[config.mk]
export PLATFORM = sky130hd
export DESIGN_NAME = decade_counter
export DESIGN_NICKNAME = d
export VERILOG_FILES = /design/src/rtl/decade_pkg.sv /design/src/rtl/decade_step_sel.sv /design/src/rtl/decade_next.sv /design/src/rtl/decade_term.sv /design/src/rtl/decade_counter.sv
export SDC_FILE = /design/constraint.sdc
export NUM_CORES = 1
export LEC_CHECK = 0
export BUFFER_PORTS_ARGS = -buffer_cell sky130_fd_sc_hd__buf_2
export CORE_AREA = 2 2 39 41
export DETAILED_ROUTE_END_ITERATION = 7
export DIE_AREA = 0 0 41 43
export GPL_TIMING_DRIVEN = 0
export PLACE_DENSITY = 0.42
export SKIP_LAST_GASP = 1
export SLEW_MARGIN = 30
export SYNTH_ARGS = -nofsm -noshare
export SYNTH_HDL_FRONTEND = slang
export SYNTH_SLANG_ARGS = --single-unit
[constraint.sdc]
create_clock -name clk -period 3.25 [get_ports clk]
set_clock_uncertainty 0.1 [all_clocks]
set_input_delay 0.325 -clock clk [delete_from_list [all_inputs] [get_ports clk]]
set_output_delay 0.325 -clock clk [all_outputs]
set_load 0.02 [all_outputs]
[src/rtl/decade_pkg.sv]
package decade_pkg;

  // Last value of a decimal digit
  localparam int DECIMAL_LAST = 9;

  // Action the register takes at the next rising edge
  typedef enum logic [1:0] {
    STEP_HOLD  = 2'd0,
    STEP_INC   = 2'd1,
    STEP_CLEAR = 2'd2
  } step_t;

endpackage

[src/rtl/decade_step_sel.sv]
module decade_step_sel
  import decade_pkg::*;
#(
  parameter int LAST_VALUE = DECIMAL_LAST,
  parameter int W          = $clog2(LAST_VALUE + 1)
) (
  input  logic         rst,
  input  logic         ce,
  input  logic [W-1:0] cur_q,
  output step_t        step
);

  localparam logic [W-1:0] LAST_Q  = W'(LAST_VALUE);
  localparam bit           HAS_GAP = (LAST_VALUE != (1 << W) - 1);

  logic at_last;
  logic off_range;

  assign at_last = (cur_q == LAST_Q);

  // Unused codes exist only when the last value does not fill the width
  generate
    if (HAS_GAP) begin : g_gap
      assign off_range = (cur_q > LAST_Q);
    end else begin : g_full
      assign off_range = 1'b0;
    end
  endgenerate

  // Clear outranks everything; wrap and recovery both go to zero
  always_comb begin
    if (rst) begin
      step = STEP_CLEAR;
    end else if (!ce) begin
      step = STEP_HOLD;
    end else if (at_last || off_range) begin
      step = STEP_CLEAR;
    end else begin
      step = STEP_INC;
    end
  end

endmodule

[src/rtl/decade_next.sv]
module decade_next
  import decade_pkg::*;
#(
  parameter int W = 4
) (
  input  step_t        step,
  input  logic [W-1:0] cur_q,
  output logic [W-1:0] nxt_q
);

  always_comb begin
    unique case (step)
      STEP_INC:   nxt_q = cur_q + W'(1);
      STEP_CLEAR: nxt_q = '0;
      default:    nxt_q = cur_q;
    endcase
  end

endmodule

[src/rtl/decade_term.sv]
module decade_term #(
  parameter int LAST_VALUE = 9,
  parameter int W          = $clog2(LAST_VALUE + 1)
) (
  input  logic [W-1:0] cur_q,
  input  logic         ce,
  output logic         tc,
  output logic         ceo
);

  localparam logic [W-1:0] LAST_Q = W'(LAST_VALUE);

  // Exact match on every bit, so unused codes never raise the flag
  assign tc  = (cur_q == LAST_Q);
  assign ceo = tc & ce;

endmodule

[src/rtl/decade_counter.sv]
module decade_counter
  import decade_pkg::*;
#(
  parameter int LAST_VALUE = DECIMAL_LAST,
  parameter int INIT_VALUE = 0,
  localparam int W         = $clog2(LAST_VALUE + 1)
) (
  input  logic         clk,
  input  logic         rst,
  input  logic         ce,
  output logic [W-1:0] q,
  output logic         tc,
  output logic         ceo
);

  step_t        step;
  logic [W-1:0] nxt_q;
  logic [W-1:0] count_q = W'(INIT_VALUE);

  decade_step_sel #(
    .LAST_VALUE(LAST_VALUE),
    .W         (W)
  ) step_sel_i (
    .rst  (rst),
    .ce   (ce),
    .cur_q(count_q),
    .step (step)
  );

  decade_next #(
    .W(W)
  ) next_i (
    .step (step),
    .cur_q(count_q),
    .nxt_q(nxt_q)
  );

  always_ff @(posedge clk) begin
    count_q <= nxt_q;
  end

  decade_term #(
    .LAST_VALUE(LAST_VALUE),
    .W         (W)
  ) term_i (
    .cur_q(count_q),
    .ce   (ce),
    .tc   (tc),
    .ceo  (ceo)
  );

  assign q = count_q;

endmodule

Word level (Yosys, flattened, before mapping)
Index checks and enable logic that the tools add are counted.
Storage, ports and cells
  output and inout port bits: 6
  word-level logic and storage cells: 13
  register bits after elaboration: 4
Operators by class
  mux-type cells: 4
  bitwise logic cells: 1
  reductions and logical operators: 2
  order comparisons: 1
  equal/unequal tests: 3
  add/subtract/negate cells: 1
Operator list (count)
  $pmux 4 s2: 1
  $mux 2: 3
  $add 4x1->4 const B: 1
  $eq 4x4->1 const B: 1
  $gt 4x4->1 const B: 1
  $eq 2x1->1 const B: 1
  $eq 2x2->1 const B: 1
  $reduce_bool 2->1: 1
  $and 1x1->1: 1
  $logic_or 1x1->1: 1

Longest topological paths before layout
  depth after elaboration: 7
  depth in mapped cells: 5

Cells and area by module
Synthesis repeated with hierarchy kept, for this count alone.
Unflattened totals
  cells, all modules: 25
  area total of the unflattened synthesis: 236.5 um^2
Modules (own cells, without submodules)
  decade_next: times used 1, area an instance 108.9 um^2, cells an instance 16
  decade_counter: times used 1, area an instance 80.1 um^2, cells an instance 4
  decade_step_sel: times used 1, area an instance 28.8 um^2, cells an instance 3
  decade_term: times used 1, area an instance 18.8 um^2, cells an instance 2

Worst setup path after synthesis
Ideal clock, no wire load.
  path kind: reg2out
  start point: register count_q[1] (netlist: q[1])
  end point: output ceo
  arrival time: 1.425 ns
  cell stages (with the launch flop): 6
  required time: 2.825 ns
  slack: 1.400 ns
  cells stage by stage: edfxtp_1 inv_1 ha_1 nand2_1 nor2_1 and2_1
Between the ends
  word-level cells in the longest chain between the ends: 2
RTL lines
  start, declared: RTL line decade_counter.sv:18  | logic [W-1:0] count_q = W'(INIT_VALUE);
  start signal, assigned: RTL line decade_counter.sv:39  | count_q <= nxt_q;
  $eq 4x4->1: RTL line decade_term.sv:14  | assign tc = (cur_q == LAST_Q);
  named net tc: RTL line decade_counter.sv:12  | output logic tc,
  $and 1x1->1: RTL line decade_term.sv:15  | assign ceo = tc & ce;
  end, declared: RTL line decade_counter.sv:13  | output logic ceo
The timed path passes the listed nets, and every way through them passes these cells.

Worst setup path after layout
  start point: register count_q[1] (netlist: q[1])
  end point: output ceo
Between the ends
  word-level cells in the longest chain between the ends: 2
RTL lines (RTL line)
  $eq 4x4->1: decade_term.sv:14
  $and 1x1->1: decade_term.sv:15
No other way between the ends.

==> metrics.cfg <==
[grt]
antenna_found_initial=0
globalRouteOverflowTotal=0
grt_max_degree=7
grt_pass1_vias=197
grt_first_pass_wirelength_um=745
track_usage=0.0716

[drt]
routedWlPerCell_um=8.90
vias=190
routed_via_density=3.80
finalWirelength_um=445
drt_first_iter_violations=1
ant_nets=0
drc=0
drt_pass1_iterations=2

[clocking]
root_buffer=clkbuf_4
post_cts_buffers=0
htreeDepth=1
cts_tree=built
clock_latency_ns=0.23
clock-sinks=4
ctsResizeCount=0
clk_path_buf_depth=2
ctsHoldBuffers=0
path_clk_slew_ns=0.04
numCtsBuffers=3

[timing]
fin_crit_sh=0.546
period_minus_slack_ns=1.77
finalSetupTns_ns=0
max_freq_mhz=564
maxSlewHeadroom=0.867
rsz0062_at_grt=no
tightest_slew_ns=0.199
setup_violations=0
hold_viol=0
drv_slew=0
hold_ws_ns=0.370

[logic_synthesis]
yosys_warnings=0
synth_seq_cells=4
syn_inst=23
synth.distinct_cells=12
synth_top_area_frac=0.492
postSynthAreaPerCell_um2=10.6
synth_top_area_cell=edfxtp_1
synth_top_cells_by_area=edfxtp_1 49%, ha_1 15%, nor2_1 7.7%, inv_1 4.6%, a31o_2 3.6%
ys_seq_area_frac=0.492
synth_area_um2=244
synthesis.nets=29

[floorplan]
core.rowCount=14
ios=9
core_area_um2=1380
die_h_um=43
die_w_um=41
start_util=0.176
die_area_um2=1760

[finish]
antennaDiodeCount=0
multi_input_area_um2=113
num-fill-cells=157
area_delta_synth_final_pct=33.8
final_nets=42
largest_reg_flops=4
drive_above_1_share=0.382
ff_latch_area_um2=120
final_design_area_no_fill_um2=327

[pwr]
peakVddDrop_mv=0.200
p_per_area_nw_per_um2=523
leakage_nw=0.158
total_power_uw=171

[worst_hold_path]
min_to=q[2]
holdCritStartpoint=rst
hold_depth=2
hp-class=input pin to flop

[critical_path]
max_stage_delay_ns=0.42
r2r-end=q[2]
worst_setup_path_end_kind=output pin
crit_path_cell_trace=inv_1 > ha_1 > nand2_1 > nor2_1 > and2_1 > buf_2
cpMaxStageDelayCell=edfxtp_1
path_max_fanout=4
reg2reg_from=q[0]
critical_path_class=flop to output pin
crit_arrival_ns=1.35
worst_setup_path_start_kind=flop
rr_worst_depth=4
required_ns=2.82
rrSetupSlack_ns=1.57

[place]
gp_congestion=0.656
hpwl_um=367
io_buffers=8
placedInstanceArea_um2=304

[run]
cap_viol_max_count=0

[outcome]
status=complete, no violations

==> area by class of cell <==
class,instances,share of cell area
repair buffers,8,0.123
multi-input cells,16,0.345
inverters,3,0.0345
flip-flops and latches,4,0.368
well taps,16,0.0613
clock buffers,3,0.0690
==> worst max-delay path, delay by kind of cell, from the launching register on <==
| family | cells | cell delay (ns) |
|---|---|---|
| flip-flops | 1 | 0.42 |
| buffers and inverters | 2 | 0.25 |
| adder cells (fa/ha/maj) | 1 | 0.16 |
| AND/OR/NAND/NOR | 3 | 0.29 |
==> synth_stat cells (all sizes together) <==
library cell  number
nand2              1
and2               1
nor2               5
a31o               1
xor2               1
inv                3
ha                 3
nand3              1
xnor2              1
or3b               1
edfxtp             4
or2                1
==> power breakdown <==
group	total [mW]	switching [mW]	internal, mW
Combinational	0.0375	0.0222	0.0154
Sequential	0.0734	0.00781	0.0656
Clock	0.0598	0.0187	0.0412
Total	0.171	0.0486	0.122
==> per-layer routing <==
metal | track usage | wire length, µm | vias to the layer above
met2 | 0.0969 | 206 | 8
met4 | 0.0400 | 0 | 0
met1 | 0.0619 | 192 | 84
li1 | - | - | 98
met5 | 0 | 0 | -
met3 | 0.0785 | 46 | 0
==> cell usage in the layout (no fill, tap or decap) <==
cell type  n
a31o_2     1
and2_1     1
buf_2      8
clkbuf_4   3
edfxtp_1   4
ha_1       3
inv_1      3
nand2_1    1
nand3_1    1
nor2_1     5
or2_2      1
or3b_1     1
xnor2_1    1
xor2_1     1
==> cell families (layout without fill, tap and decap cells) <==
| kind of cell | Yosys count | count (layout) | share of synthesized area |
|---|---|---|---|
| buf+inv | 3 | 14 | 0.0462 |
| compound gates | 1 | 1 | 0.0359 |
| fa+ha+maj | 3 | 3 | 0.154 |
| flops | 4 | 4 | 0.492 |
| simple gates | 10 | 10 | 0.200 |
| xor+xnor | 2 | 2 | 0.0718 |
==> metrics by stage <==
step                 util  setup slack [ns]  cells
floorplan               -              1.40     23
global placement    0.220              1.58     47
detailed placement  0.220              1.56     47
CTS                 0.236              1.45     50
global route        0.236              1.31     50
finish              0.236              1.48     50
==> how the worst max path moves through the flow <==
stage	from	end	slack [ns]	cells past startpoint
2_1_floorplan	q[1]	ceo	1.40	5
3_3_place_gp	q[0]	q[2]	1.58	4
3_5_place_dp	q[0]	q[3]	1.56	4
4_1_cts	q[1]	ceo	1.45	6
5_1_grt	q[1]	ceo	1.31	6
6_report	q[1]	ceo	1.48	6
Power figures use the tool's default switching activity.
